File: src/rtl/cpd_pkg.sv
package cpd_pkg;
  localparam int SET_W  = 4;
  localparam int LINE_W = 6;
  localparam int NEED_W = 3;

  typedef struct packed {
    logic [SET_W-1:0]  wmin;
    logic [SET_W-1:0]  wmax;
    logic [LINE_W-1:0] lstart;
    logic [LINE_W-1:0] lend;
  } cpd_win_t;

  // Required pulse count for each select code.
  function automatic logic [NEED_W-1:0] need_count(input logic [1:0] sel);
    logic [NEED_W-1:0] n;
    case (sel)
      2'b00:   n = 3'd6;
      2'b01:   n = 3'd4;
      2'b10:   n = 3'd5;
      default: n = 3'd7;
    endcase
    return n;
  endfunction
endpackage

File: src/rtl/cpd_rst_sync.sv
module cpd_rst_sync (
  input  logic clk,
  input  logic rst_n,
  output logic rst_sync_n
);
  logic stage_q;

  always_ff @(posedge clk or negedge rst_n) begin
    if (!rst_n) begin
      stage_q    <= 1'b0;
      rst_sync_n <= 1'b0;
    end else begin
      stage_q    <= 1'b1;
      rst_sync_n <= stage_q;
    end
  end
endmodule

File: src/rtl/cpd_line_trk.sv
module cpd_line_trk
  import cpd_pkg::*;
(
  input  logic              clk,
  input  logic              rst_n,
  input  logic              hsync,
  input  logic              vsync,
  input  logic [LINE_W-1:0] lstart,
  input  logic [LINE_W-1:0] lend,
  output logic              hs_lead,
  output logic              vs_lead,
  output logic              in_win,
  output logic              in_last3,
  output logic              at_end
);
  localparam logic [LINE_W-1:0] LINE_MAX = '1;

  logic              hs_q, vs_q;
  logic [LINE_W-1:0] line_cnt, line_nxt;
  logic              line_en;
  logic [LINE_W:0]   line_p2;

  assign hs_lead = hsync & ~hs_q;
  assign vs_lead = vsync & ~vs_q;
  assign line_en = hs_lead | vs_lead;

  always_comb begin
    line_nxt = line_cnt;
    if (vs_lead)
      line_nxt = '0;
    else if (hs_lead && (line_cnt != LINE_MAX))
      line_nxt = line_cnt + 1'b1;
  end

  always_ff @(posedge clk or negedge rst_n) begin
    if (!rst_n) begin
      hs_q     <= 1'b0;
      vs_q     <= 1'b0;
      line_cnt <= '0;
    end else begin
      hs_q <= hsync;
      vs_q <= vsync;
      if (line_en)
        line_cnt <= line_nxt;
    end
  end

  assign line_p2  = {1'b0, line_cnt} + (LINE_W+1)'(2);
  assign in_win   = (line_cnt >= lstart) && (line_cnt <= lend);
  assign in_last3 = in_win && (line_p2 >= {1'b0, lend});
  assign at_end   = (line_cnt == lend);


  vs_clear_chk: assert property (@(posedge clk) disable iff (!rst_n)
    vs_lead |=> (line_cnt == '0));


  hs_step_chk: assert property (@(posedge clk) disable iff (!rst_n)
    (hs_lead && !vs_lead && (line_cnt != LINE_MAX)) |=> (line_cnt == $past(line_cnt) + 1'b1));
endmodule

File: src/rtl/cpd_width_meas.sv
module cpd_width_meas
  import cpd_pkg::*;
#(
  parameter int MEAS_W = 8
) (
  input  logic             clk,
  input  logic             rst_n,
  input  logic             sync_lvl,
  input  logic             abort,
  input  logic             in_win,
  input  logic             in_last3,
  input  logic             ovs_en,
  input  logic [SET_W-1:0] wmin,
  input  logic [SET_W-1:0] wmax,
  output logic             acc_win,
  output logic             acc_last3
);
  localparam logic [MEAS_W-1:0] MEAS_MAX = '1;

  logic              sync_q, active_q, active_nxt;
  logic [MEAS_W-1:0] wcnt_q, wcnt_nxt, scaled;
  logic              acc_win_nxt, acc_l3_nxt, width_ok;
  logic              fall, closing;

  assign fall    = sync_q & ~sync_lvl;
  assign closing = active_q & sync_lvl;
  assign scaled  = ovs_en ? (wcnt_q >> 1) : wcnt_q;
  assign width_ok = (scaled >= MEAS_W'(wmin)) && (scaled <= MEAS_W'(wmax));

  always_comb begin
    active_nxt  = active_q;
    wcnt_nxt    = wcnt_q;
    acc_win_nxt = 1'b0;
    acc_l3_nxt  = 1'b0;
    if (abort) begin
      active_nxt = 1'b0;
      wcnt_nxt   = '0;
    end else if (fall) begin
      active_nxt = 1'b1;
      wcnt_nxt   = MEAS_W'(1);
    end else if (active_q && !sync_lvl) begin
      if (wcnt_q != MEAS_MAX)
        wcnt_nxt = wcnt_q + 1'b1;
    end else if (closing) begin
      active_nxt  = 1'b0;
      acc_win_nxt = width_ok & in_win;
      acc_l3_nxt  = width_ok & in_last3;
    end
  end

  always_ff @(posedge clk or negedge rst_n) begin
    if (!rst_n) begin
      sync_q    <= 1'b1;
      active_q  <= 1'b0;
      wcnt_q    <= '0;
      acc_win   <= 1'b0;
      acc_last3 <= 1'b0;
    end else begin
      sync_q    <= sync_lvl;
      active_q  <= active_nxt;
      wcnt_q    <= wcnt_nxt;
      acc_win   <= acc_win_nxt;
      acc_last3 <= acc_l3_nxt;
    end
  end


  open_drop_chk: assert property (@(posedge clk) disable iff (!rst_n)
    abort |=> (!acc_win && !acc_last3));


  last3_in_win_chk: assert property (@(posedge clk) disable iff (!rst_n)
    acc_last3 |-> acc_win);


  closed_pulse_chk: assert property (@(posedge clk) disable iff (!rst_n)
    acc_win |-> $past(sync_lvl));
endmodule

File: src/rtl/cpd_field_eval.sv
module cpd_field_eval
  import cpd_pkg::*;
#(
  parameter int CNT_W = 8
) (
  input  logic             clk,
  input  logic             rst_n,
  input  logic             hs_lead,
  input  logic             vs_lead,
  input  logic             at_end,
  input  logic             prog_mode,
  input  logic [1:0]       need_sel,
  input  logic             acc_win,
  input  logic             acc_last3,
  output logic             detect,
  output logic [CNT_W-1:0] pulse_cnt
);
  localparam logic [CNT_W-1:0] CNT_MAX = '1;

  logic [CNT_W-1:0] tot_q, tot_inc, tot_nxt;
  logic [CNT_W-1:0] l3_q, l3_inc, l3_nxt;
  logic             done_q, done_nxt, eval_stb;
  logic             det_nxt;
  logic [CNT_W-1:0] pcnt_nxt, need;

  assign need     = CNT_W'(need_count(need_sel));
  assign tot_inc  = (acc_win && (tot_q != CNT_MAX)) ? tot_q + 1'b1 : tot_q;
  assign l3_inc   = (acc_last3 && (l3_q != CNT_MAX)) ? l3_q + 1'b1 : l3_q;
  assign eval_stb = hs_lead & at_end & ~vs_lead & ~done_q;

  always_comb begin
    tot_nxt  = tot_inc;
    l3_nxt   = l3_inc;
    done_nxt = done_q;
    det_nxt  = detect;
    pcnt_nxt = pulse_cnt;
    if (vs_lead) begin
      tot_nxt  = '0;
      l3_nxt   = '0;
      done_nxt = 1'b0;
    end else if (eval_stb) begin
      done_nxt = 1'b1;
      det_nxt  = prog_mode ? (tot_inc >= need) : (l3_inc >= need);
      pcnt_nxt = tot_inc;
    end
  end

  always_ff @(posedge clk or negedge rst_n) begin
    if (!rst_n) begin
      tot_q     <= '0;
      l3_q      <= '0;
      done_q    <= 1'b0;
      detect    <= 1'b0;
      pulse_cnt <= '0;
    end else begin
      tot_q  <= tot_nxt;
      l3_q   <= l3_nxt;
      done_q <= done_nxt;
      if (eval_stb) begin
        detect    <= det_nxt;
        pulse_cnt <= pcnt_nxt;
      end
    end
  end


  result_hold_chk: assert property (@(posedge clk) disable iff (!rst_n)
    !eval_stb |=> ($stable(detect) && $stable(pulse_cnt)));


  l3_bound_chk: assert property (@(posedge clk) disable iff (!rst_n)
    l3_q <= tot_q);
endmodule

File: src/rtl/cp_pulse_detect.sv
module cp_pulse_detect
  import cpd_pkg::*;
#(
  parameter int MEAS_W       = 8,
  parameter int CNT_W        = 8,
  parameter int P_WMIN       = 6,
  parameter int P_WMAX       = 9,
  parameter int P_NTSC_START = 13,
  parameter int P_NTSC_END   = 21,
  parameter int P_PAL_START  = 8,
  parameter int P_PAL_END    = 16
) (
  input  logic              clk,
  input  logic              rst_n,
  input  logic              hsync,
  input  logic              vsync,
  input  logic              sync_lvl,
  input  logic              pal_mode,
  input  logic              prog_mode,
  input  logic              ovs_en,
  input  logic              cfg_ovr,
  input  logic [3:0]        cfg_wmin,
  input  logic [3:0]        cfg_wmax,
  input  logic [5:0]        cfg_start,
  input  logic [5:0]        cfg_end,
  input  logic [1:0]        cfg_need_sel,
  output logic              detect,
  output logic [CNT_W-1:0]  pulse_cnt
);
  logic     rst_s_n;
  cpd_win_t win;
  logic     hs_lead, vs_lead, in_win, in_last3, at_end;
  logic     acc_win, acc_last3;

  always_comb begin
    if (cfg_ovr) begin
      win.wmin   = cfg_wmin;
      win.wmax   = cfg_wmax;
      win.lstart = cfg_start;
      win.lend   = cfg_end;
    end else begin
      win.wmin   = SET_W'(P_WMIN);
      win.wmax   = SET_W'(P_WMAX);
      win.lstart = pal_mode ? LINE_W'(P_PAL_START) : LINE_W'(P_NTSC_START);
      win.lend   = pal_mode ? LINE_W'(P_PAL_END)   : LINE_W'(P_NTSC_END);
    end
  end

  cpd_rst_sync u_rst (
    .clk        (clk),
    .rst_n      (rst_n),
    .rst_sync_n (rst_s_n)
  );

  cpd_line_trk u_line (
    .clk      (clk),
    .rst_n    (rst_s_n),
    .hsync    (hsync),
    .vsync    (vsync),
    .lstart   (win.lstart),
    .lend     (win.lend),
    .hs_lead  (hs_lead),
    .vs_lead  (vs_lead),
    .in_win   (in_win),
    .in_last3 (in_last3),
    .at_end   (at_end)
  );

  cpd_width_meas #(.MEAS_W(MEAS_W)) u_meas (
    .clk       (clk),
    .rst_n     (rst_s_n),
    .sync_lvl  (sync_lvl),
    .abort     (hs_lead | vs_lead),
    .in_win    (in_win),
    .in_last3  (in_last3),
    .ovs_en    (ovs_en),
    .wmin      (win.wmin),
    .wmax      (win.wmax),
    .acc_win   (acc_win),
    .acc_last3 (acc_last3)
  );

  cpd_field_eval #(.CNT_W(CNT_W)) u_eval (
    .clk       (clk),
    .rst_n     (rst_s_n),
    .hs_lead   (hs_lead),
    .vs_lead   (vs_lead),
    .at_end    (at_end),
    .prog_mode (prog_mode),
    .need_sel  (cfg_need_sel),
    .acc_win   (acc_win),
    .acc_last3 (acc_last3),
    .detect    (detect),
    .pulse_cnt (pulse_cnt)
  );


  reset_idle_chk: assert property (@(posedge clk) disable iff (!rst_s_n)
    $rose(rst_s_n) |-> (!detect && (pulse_cnt == '0)));
endmodule

File: config.mk
export PLATFORM = sky130hd
export DESIGN_NAME = cp_pulse_detect
export DESIGN_NICKNAME = d
export VERILOG_FILES = /design/src/rtl/cpd_pkg.sv /design/src/rtl/cpd_rst_sync.sv /design/src/rtl/cpd_line_trk.sv /design/src/rtl/cpd_width_meas.sv /design/src/rtl/cpd_field_eval.sv /design/src/rtl/cp_pulse_detect.sv
export SDC_FILE = /design/constraint.sdc
export NUM_CORES = 1
export LEC_CHECK = 0
export CAP_MARGIN = 0
export CORE_MARGIN = 1.5
export CORE_UTILIZATION = 40
export CTS_CLUSTER_SIZE = 14
export DETAILED_ROUTE_END_ITERATION = 8
export PLACE_DENSITY_LB_ADDON = 0.08
export RECOVER_POWER = 100
export SLEW_MARGIN = 10
export SYNTH_ARGS = -nofsm -noshare
export SYNTH_HDL_FRONTEND = slang
export SYNTH_SLANG_ARGS = --single-unit
File: constraint.sdc
create_clock -name clk -period 2.7 [get_ports clk]
set_input_delay 0.81 -clock clk [delete_from_list [all_inputs] [get_ports clk]]
set_output_delay 0.81 -clock clk [all_outputs]
set_load 0.005 [all_outputs]
# Word level (Yosys, flattened, before mapping)
# Index checks and enable logic that the tools add are counted.
# W data, S select, Z words.
# op_classes
order_cmp	7
n_eq_ne	8
bitwise	15
n_mux	30
n_reduce_logical	18
n_addsub	5
# op_table
op	count
$mux W8	9
$add A8 B1 Y8 const B	3
$ne A8 B8 Y1 const B	3
$mux W20	1
$ge A8 B3 Y1	2
$mux W1	15
$mux W6	2
$and A1 B1 Y1	9
$reduce_bool A3 Y1	3
$ge A8 B4 Y1	1
$le A8 B4 Y1	1
$reduce_and A2 Y1	4
$add A6 B2 Y7 const B	1
$ge A7 B6 Y1	1
$logic_and A1 B1 Y1	7
$add A6 B1 Y6 const B	1
$eq A6 B6 Y1	1
$ge A6 B6 Y1	1
$le A6 B6 Y1	1
$mux W3	2
$ne A6 B6 Y1 const B	1
$pmux W2 S3	1
$not A1 Y1	5
$reduce_bool A2 Y1	2
6 further kinds	6
# word_totals
out_inout_bits	9
register_bits	48
elab_cells	98
inputBits	31

# Longest topological paths before layout
# Gate-level depths: netlist of the first run.
# depth
depth_word	10
ltp_mapped	12
depth_no_buf	12

# By module
# Synthesis of the first run repeated with hierarchy kept, for this count alone.
# hier_totals
hier_cells	367
hier_area_um2	3377.0
# by_module_without_submodules
module	cells_per_inst	instances	seq_area_each_um2	area_each_um2
cpd_field_eval	163	1	650.6	1491.4
cpd_line_trk	94	1	200.2	860.8
cpd_width_meas	83	1	301.5	820.8
cp_pulse_detect	24	1	0.0	150.1
cpd_rst_sync	3	1	50.0	53.8

# Least setup slack after synthesis of the first run
# No wires, ideal clock.
# synth_timing
path_type	input to register
startpoint	input port cfg_ovr
endpoint	register u_meas.acc_last3
cell_stages	9
required_ps	2633
slack_ps	-178
t_arrival_ps	2811
n_path_buf	2
setup_ps	67
path_cell_list	clkbuf_1 -> clkbuf_1 -> nand2_1 -> ha_1 -> nand2b_1 -> nor2_1 -> o21ai_0 -> a2111oi_2 -> and3_1
# synth_between
elab_chain_len	9
elab_cells_between_ends	14
cone_classes	order compare: 5; mux: 5; bitwise: 1; reduce/logical: 3
# synth_rtl
element	line_no	rtl
from (decl)	cp_pulse_detect.sv:21	input logic cfg_ovr,
$mux W20 (*)	cp_pulse_detect.sv:36	if (cfg_ovr) begin
$ge A6 B6 Y1 or $le A6 B6 Y1 (tied branches)	cpd_line_trk.sv:49	assign in_win = (line_cnt >= lstart) && (line_cnt <= lend);
$logic_and A1 B1 Y1	cpd_line_trk.sv:49	
$logic_and A1 B1 Y1	cpd_line_trk.sv:50	assign in_last3 = in_win && (line_p2 >= {1'b0, lend});
$and A1 B1 Y1 (*)	cpd_width_meas.sv:47	acc_l3_nxt = width_ok & in_last3;
$mux W1 (*)	cpd_width_meas.sv:44	end else if (closing) begin
$mux W1 (*)	cpd_width_meas.sv:41	end else if (active_q && !sync_lvl) begin
$mux W1 (*)	cpd_width_meas.sv:38	end else if (fall) begin
$mux W1 (*)	cpd_width_meas.sv:35	if (abort) begin
via u_meas.acc_l3_nxt	cpd_width_meas.sv:22	logic acc_win_nxt, acc_l3_nxt, width_ok;
to (signal assigned)	cpd_width_meas.sv:63	acc_last3 <= acc_l3_nxt;
to (decl)	cpd_width_meas.sv:16	output logic acc_last3
# The timed path passes the listed nets; every way through them passes the cells marked *.
# A chain may end at the register's enable or synchronous reset.

# Worst setup path after layout of the first run
# layout_timing
startpoint	input port ovs_en
endpoint	register u_meas.acc_last3
# layout_between
elab_chain_len	8
elab_cells_between_ends	9
cone_classes	order compare: 2; mux: 5; bitwise: 1; reduce/logical: 1
# layout_rtl
element	line_no	rtl
from (decl)	cp_pulse_detect.sv:20	input logic ovs_en,
$mux W8 (*)	cpd_width_meas.sv:27	assign scaled = ovs_en ? (wcnt_q >> 1) : wcnt_q;
$ge A8 B4 Y1 or $le A8 B4 Y1 (tied branches)	cpd_width_meas.sv:28	assign width_ok = (scaled >= MEAS_W'(wmin)) && (scaled <= MEAS_W'(wmax));
$logic_and A1 B1 Y1 (*)	cpd_width_meas.sv:28	
$and A1 B1 Y1 (*)	cpd_width_meas.sv:47	
$mux W1 (*)	cpd_width_meas.sv:44	
$mux W1 (*)	cpd_width_meas.sv:41	
$mux W1 (*)	cpd_width_meas.sv:38	
$mux W1 (*)	cpd_width_meas.sv:35	
via u_meas.acc_l3_nxt	cpd_width_meas.sv:22	
# Marked as above.

==> summary.md, run 1 <==
| Metric | Value |
|---|---|
| Status | `complete, no violations` |
| Xor-xnor portion of the synthesized cell area | `about 4.3%` |
| Critical path startpoint category | `input pin` |
| CP max-delay cell | `clkdlybuf4s50_1` |
| Max-slew violations | `0` |
| Synth Cell Area | `about 3200 um2` |
| Die area | `about 8600 um2` |
| Layout Cells excl Fill | `a little over 500` |
| R2R Setup Slk | `between 0.15 and 0.2 ns` |
| Worst min-delay path class | `reg -> async` |
| TritonCTS clock tree | `built` |
| Post-synthesis mux area share | `under 10%` |
| Core Rows | `32` |
| Gate Count Post-Synth | `around 350` |
| Fillers | `about 750` |
| WHS | `roughly 0.32 ns` |
| Largest family of logic cells by synthesized area | `simple AND/OR/NAND/NOR gates` |
| Compound-cell area share of the yosys netlist | `between 10 and 15%` |
| Cell breakdown of the critical path | `clkdlybuf4s50_1, buf_4, mux2_2, ha_1, a21o_1, a21oi_2, a2111oi_4, and3_1` |
| Req. time, crit path | `2.94 ns` |
| H-tree depth | `2` |
| 1st-iter DRT viols | `108` |
| Final min period | `2.64 ns` |
| Sequential share of the synthesized area | `37.1%` |
| Cell count after placement | `around 500` |
| Core Box Area | `between 7000 and 8000 um2` |
| CP arrival | `2.88 ns` |
| Root buf cell | `clkbuf_8` |
| Register area | `1200 um2` |
| Fin Clk Skew | `roughly 0.013 ns` |
| Gr ovfl total | `0` |
| Post-Synth Simple-Gate Area | `approximately a quarter` |
| Initial antenna violation count | `0` |
| CTS Sinks | `48` |
| Tot GR Track Use | `between 15 and 20%` |
| Slowest stage delay, CP | `between 0.5 and 0.6 ns` |
| Vias in the first global route | `2,511` |
| Crit-path max FO | `3` |
| Starting Density | `roughly two fifths` |
| Synthesized area per cell | `approximately 9.4 um2` |
| Port bufs | `39` |
| Clk slew on worst S/H paths | `0.10 ns` |
| DR vias | `~2.6k` |
| Nets@finish | `~470` |
| Pre-antenna DRT Iters | `4` |
| Register bit count reported by yosys | `between 40 and 50` |
| Drt total wl | `6850 um` |
| Synth unique cells | `58` |
| Commonest non-fill, non-tap cell in the layout | `dfrtp_1` |
| Mapped Nets | `about 410` |
| Die width | `slightly above 90 um` |
| RSZ-0062 raised after global routing | `false` |
| Clock buffer depth | `2` |
| YS warnings | `0` |
| Largest net degree at the start of global routing | `20` |
| FF-to-FF End | `u_eval.detect$_DFFE_PN0P_` |
| Syn-to-layout area delta | `23.3%` |
| Num CTS Buffers | `5` |
| Remaining DRCs | `0` |
| Worst R2R Start | `u_eval.l3_q[4]$_DFF_PN0_` |
| Setup violations, final | `0` |
| Multi-input logic area | `1960 um2` |
| Final Cycle Share | `97.7%` |
| Routed wire per std cell | `between 10 and 15 um` |
| Worst vdd ir | `around 0.22 mV` |
| Post-DR vias/cell | `about 5.2` |
| Hold Fails Final Rpt | `0` |
| ANT cells | `0` |
| TNS Setup | `0 ns` |
| Adder-cell share of the synthesized area | `between 10% and 20%` |
| Max Cap Violations | `0` |
| Critical Path End Type | `register` |
| Routed Antenna Nets | `0` |
| GPL Wtd Cong | `approximately 0.82` |
| Post-synth EDFFs | `0` |
| Relative slew margins | `roughly 33%` |
| Share of layout cells above drive strength 1 | `~12%` |
| F_max | `~380 MHz` |
| CP Class | `in -> reg` |
| Leak | `1.87 nW` |
| PD cells | `roughly 400 nW/um2` |
| Asr flop ratio synth | `100%` |
| Crit path max-delay family | `buffers and inverters` |
| Buf/Inv on CP | `2` |
| Worst-Skew Late Latency | `between 0.3 and 0.4 ns` |
| Crit. path cell count | `8` |
| Post-DP HPWL | `about 5500 um` |
| Worst Max-Slew Pin Slew | `approximately 1.0 ns` |
| Die Y | `~93 um` |
| Most used DFF post-synth | `dfrtp_1` |
| # IOs | `40` |
| Worst r2r path cells | `11` |
| Most frequent cells in the layout | `46 x dfrtp_1, 34 x nor2_1, 34 x ha_1` |
| Global-route wire length before repair | `roughly 12,000 um` |
## final cells by class
| type | instances | share of cell area [%] |
|---|---|---|
| clock inverters | 3 | 1.19 |
| well taps | 102 | 3.20 |
| multi-input cells | 280 | 49.1 |
| repair buffers | 63 | 13.9 |
| inverters | 8 | 0.752 |
| clock buffers | 5 | 1.72 |
| flip-flops and latches | 48 | 30.1 |
## layer usage
layer | up-vias | part of all wire (%) | wire length (um) | global-route usage, %
met1 | 1229 | 49 | 3350 | 23.2
met5 | - | 0 | 0 | 0
met2 | 49 | 46 | 3160 | 28.4
li1 | 1345 | - | - | -
met4 | 0 | 1.4 | 96 | 4.42
met3 | 8 | 3.4 | 234 | 3.33
## what timing repair did
item,in CTS,in global routing
endpoints found under the hold margin,0,0
resized for setup,2,11
hold buffers,0,0
setup buffers,0,0
pin swaps,0,4
setup endpoints to repair,2,3
## metrics by stage
stage / instance area (um2) / power, mW / utilization, % / worst slack, ns
6_report: 3990 / 1.60 / 51.4 / 0.0633
5_1_grt: 3990 / 1.70 / 51.4 / 0.00240
4_1_cts: 4010 / 1.63 / 51.6 / 0.0166
3_5_place_dp: 3890 / 1.08 / 50.0 / -0.398
3_3_place_gp: 3890 / 1.07 / 50.0 / -0.300
2_1_floorplan: 3250 / 0.946 / - / 0.104
## where the power goes
part / switching, mW / internal [mW]
Clock: 0.268 / 0.279
Sequential: 0.0296 / 0.741
Combinational: 0.131 / 0.154
Total: 0.429 / 1.17
## worst register-to-register path: stages (launching register included)
cell,delay (ns)
dfrtp_2,0.42
and2_1,0.20
and4_4,0.26
nand3_2,0.11
nand2_1,0.14
mux2_1,0.36
ha_1,0.28
a21oi_1,0.14
o21ai_0,0.09
o21a_1,0.11
o21bai_1,0.16
a31oi_1,0.11
## cells by family (layout without fill, tap and decap cells)
logic type      count (synthesis)  count (layout)
flops                          48              48
xor+xnor                       16              16
other cells                     1               1
buf+inv                        18              79
fa+ha+maj                      36              36
simple gates                  151             151
compound gates                 64              64
mux                            12              12
## state kept, by name (all words and copies together), names as in the netlist, 6 cells and up
register          count
u_eval.l3_q           8
u_eval.pulse_cnt      8
u_eval.tot_q          8
u_line.line_cnt       6
u_meas.wcnt_q         8
## cell usage after synthesis (5+ instances only)
cell type | count | area share (%)
a21oi_1 | 14 | 2.2
nand2b_1 | 15 | 2.9
o21ai_0 | 20 | 3.1
a31oi_1 | 6 | 1.2
nor2_1 | 35 | 4.1
and2_1 | 5 | 0.97
and3_1 | 7 | 1.4
nand3_1 | 19 | 2.9
dfrtp_1 | 47 | 36
nor2b_1 | 11 | 2.1
xor2_1 | 9 | 2.4
mux2i_1 | 7 | 2.2
ha_1 | 34 | 13
nor3_1 | 6 | 0.93
a21o_1 | 5 | 1.2
nand2_1 | 32 | 3.7
inv_1 | 8 | 0.93
xnor2_1 | 7 | 1.9
## worst max-delay path by stage
stage,slack (ns),startpoint,end
floorplan,0.10,cfg_ovr,u_eval.detect$_DFFE_PN0P_
CTS,0.02,cfg_need_sel[0],u_eval.detect$_DFFE_PN0P_
global route,0.002,cfg_ovr,u_meas.acc_last3$_DFF_PN0_
global placement,-0.30,cfg_ovr,u_meas.acc_last3$_DFF_PN0_
finish,0.06,ovs_en,u_meas.acc_last3$_DFF_PN0_
detailed placement,-0.40,cfg_ovr,u_meas.acc_last3$_DFF_PN0_
No activity file was read; power rests on OpenSTA's default activity.
==> inputs of run 2 (changes only) <==
--- a/config.mk
+++ b/config.mk
@@ -15,4 +15,5 @@
 export SLEW_MARGIN = 10
 export SYNTH_ARGS = -nofsm -noshare
 export SYNTH_HDL_FRONTEND = slang
+export SYNTH_HIERARCHICAL = 1
 export SYNTH_SLANG_ARGS = --single-unit
==> summary.md, run 2 <==
| Metric | Value |
|---|---|
| Status | `complete, but fails checks` |
| Failing checks | `max-capacitance violations, max-slew violations` |
| Num CTS Buffers | `5` |
| Worst Setup Slack, final | `approximately 0.090 ns` |
| ANT cells | `0` |
| Root buf cell | `clkbuf_8` |
| GPL Wtd Cong | `around 0.80` |
| 1st-iter DRT viols | `95` |
| Count leader, synth | `dfrtp_1` |
| Gr ovfl total | `0` |
| Sequential share of the synthesized area | `between 30 and 40%` |
| Routed wire per std cell | `13.8 um` |
| Synthesized area per cell | `~9.2 um2` |
| Leak | `about 2 nW` |
| Remaining DRCs | `0` |
| Clock buffer depth | `2` |
| RSZ-0062 raised after global routing | `false` |
| Critical path startpoint category | `input pin` |
| # IOs | `40` |
| Vias in the first global route | `about 2.7k` |
| Area leader, netlist | `dfrtp_1` |
| CP Class | `in -> reg` |
| Global-route wire length before repair | `approximately 13,000 um` |
| Gate Count Post-Synth | `about 370` |
| Commonest non-fill, non-tap cell in the layout | `dfrtp_1` |
| Synth Cell Area | `between 3000 and 4000 um2` |
| Core Box Area | `8220 um2` |
| Worst min-delay path class | `reg -> reg` |
| TritonCTS clock tree | `built` |
| Hold Fails Final Rpt | `0` |
| Post-Synth Simple-Gate Area | `24.6%` |
| Worst slack at placement | `-0.590 ns` |
| Post-synth EDFFs | `0` |
| CTS Sinks | `48` |
| Setup violations, final | `0` |
| Compound-cell area share of the yosys netlist | `15.9%` |
| PD cells | `between 300 and 400 nW/um2` |
| Post-synth top area share | `about a third` |
| Clk slew on worst S/H paths | `roughly 0.10 ns` |
| Asr flop ratio synth | `100%` |
| Critical Path End Type | `register` |
| Post-DP HPWL | `5390 um` |
| Largest net degree at the start of global routing | `47` |
| Crit-path max FO | `8` |
| Largest family of logic cells by synthesized area | `simple AND/OR/NAND/NOR gates` |
| Final Cycle Share | `a little over nine tenths` |
| Most frequent cells in the layout | `47 x dfrtp_1, 32 x nor2_1, 30 x ha_1` |
| Core Rows | `33` |
| Port bufs | `39` |
| Pre-antenna DRT Iters | `4` |
| Syn-to-layout area delta | `27.5%` |
| Initial antenna violation count | `0` |
| Relative slew margins | `-25.3%` |
| Final min period | `2.61 ns` |
| Share of layout cells above drive strength 1 | `about 16%` |
| Starting Density | `approximately 40%` |
| YS warnings | `6` |
| Worst vdd ir | `between 0.2 and 0.25 mV` |
| Fin Clk Skew | `about 0.0094 ns` |
| Mapped Nets | `~430` |
| Synth unique cells | `between 60 and 70` |
| Routed Antenna Nets | `0` |
| F_max | `roughly 380 MHz` |
| Req. time, crit path | `2.90 ns` |
| Xor-xnor portion of the synthesized cell area | `3.37%` |
| Die Y | `~95 um` |
| Tot GR Track Use | `roughly 18%` |
| Max Cap Violations | `1` |
| Leading post-synthesis cells by cell area | `dfrtp_1 35%, ha_1 13%, nor2_1 3.7%, inv_1 2.7%, a21oi_1 2.5%` |
| Drt total wl | `about 7400 um` |
| Worst-Skew Late Latency | `between 0.3 and 0.4 ns` |
| Max-slew violations | `47` |
| DR vias | `2,800` |
| Synth top cells by count | `47 x dfrtp_1, 35 x ha_1, 33 x nor2_1` |
| Adder-cell share of the synthesized area | `about an eighth` |
| CP arrival | `approximately 2.8 ns` |
| End-of-flow core utilization | `52.4%` |
| Register bit count reported by yosys | `48` |
| Post-synthesis mux area share | `about 3.1%` |
| Hold Buf Count CTS | `0` |
| Post-DR vias/cell | `about 5.2` |
| Worst Max-Slew Pin Slew | `between 1.5 and 2 ns` |
| Die area | `between 9000 and 10,000 um2` |
| H-tree depth | `2` |
| Fillers | `794` |
| Most used DFF post-synth | `dfrtp_1` |
| Pwr Total | `1.65 mW` |
| Nets@finish | `approximately 500` |
| Die width | `94.9 um` |
## run 2: critical path: stages
cell	delay, ns
dlygate4sd2_1	0.24
nor2_2	0.12
a21o_1	0.12
inv_2	0.06
ha_4	0.26
nand4_1	0.14
nor3b_4	0.25
nand2_2	0.08
or3_4	0.44
buf_6	0.16
nand2_1	0.06
o21ai_0	0.07
## run 2: stage by stage
stage | TNS [ns] | instances | hold slack, ns | cell area (um2)
detailed placement | -5.97 | 522 | 0.337 | 4020
global route | 0 | 535 | 0.359 | 4310
global placement | -5.16 | 522 | 0.337 | 4020
floorplan | 0 | 367 | 0.331 | 3380
finish | 0 | 535 | 0.356 | 4310
CTS | 0 | 535 | 0.365 | 4230
## run 2: per-layer routing
metal	up-vias	global-route usage, %	wire [um]	share of wire [%]
met5	-	0	0	0
met2	49	29.2	3460	47
met1	1297	24.4	3620	49
li1	1449	-	-	-
met3	5	3.06	219	3.0
met4	0	3.73	63	0.86
## run 2: kinds of logic (layout without fill, tap and decap cells)
family	count (synthesis)	after routing
AOI/OAI and AO/OA	77	77
xor gates and xnor gates	13	13
adders and majority gates	35	35
buffers and inverters	35	98
DFF	48	48
muxes	10	10
other	1	1
and+or+nand+nor	148	148
## run 2: final cells by class
class / count / area [um2] / share of cell area (%)
clock buffers: 5 / 68.8 / 1.60
repair buffers: 66 / 612 / 14.2
flip-flops and latches: 48 / 1200 / 27.9
well taps: 105 / 131 / 3.05
inverters: 24 / 92.6 / 2.15
multi-input cells: 284 / 2150 / 50.0
clock inverters: 3 / 47.5 / 1.10
## run 2: timing repair
action	CTS	global route
resized for setup	17	23
cloned	1	0
endpoints found under the setup margin	11	10
setup buffers	4	0
pin swaps	8	12
## run 2: path summary, 6_finish.rpt
check,depth (start not counted),startpoint,slack [ns],end
worst max-delay path,12,pal_mode,0.09,u_eval/pulse_cnt[5]$_DFFE_PN0P_
worst min-delay path,0,u_rst/stage_q$_DFF_PN0_,0.36,u_rst/rst_sync_n$_DFF_PN0_
worst max register to register,9,u_eval/tot_q[1]$_DFF_PN0_,0.28,u_eval/detect$_DFFE_PN0P_
worst min register to register,0,u_rst/stage_q$_DFF_PN0_,0.36,u_rst/rst_sync_n$_DFF_PN0_
max in group asynchronous,0,u_rst/rst_sync_n$_DFF_PN0_,0.81,u_line/hs_q$_DFF_PN0_
min in group asynchronous,1,rst_n,0.71,u_rst/rst_sync_n$_DFF_PN0_
## run 2: report_power, final
part           leakage [nW]  internal [mW]  switching [mW]  total, mW
registers             0.652          0.744          0.0453      0.789
clock network        0.0583          0.279           0.263      0.542
logic                  1.29          0.177           0.137      0.315
total                  2.00           1.20           0.445       1.65
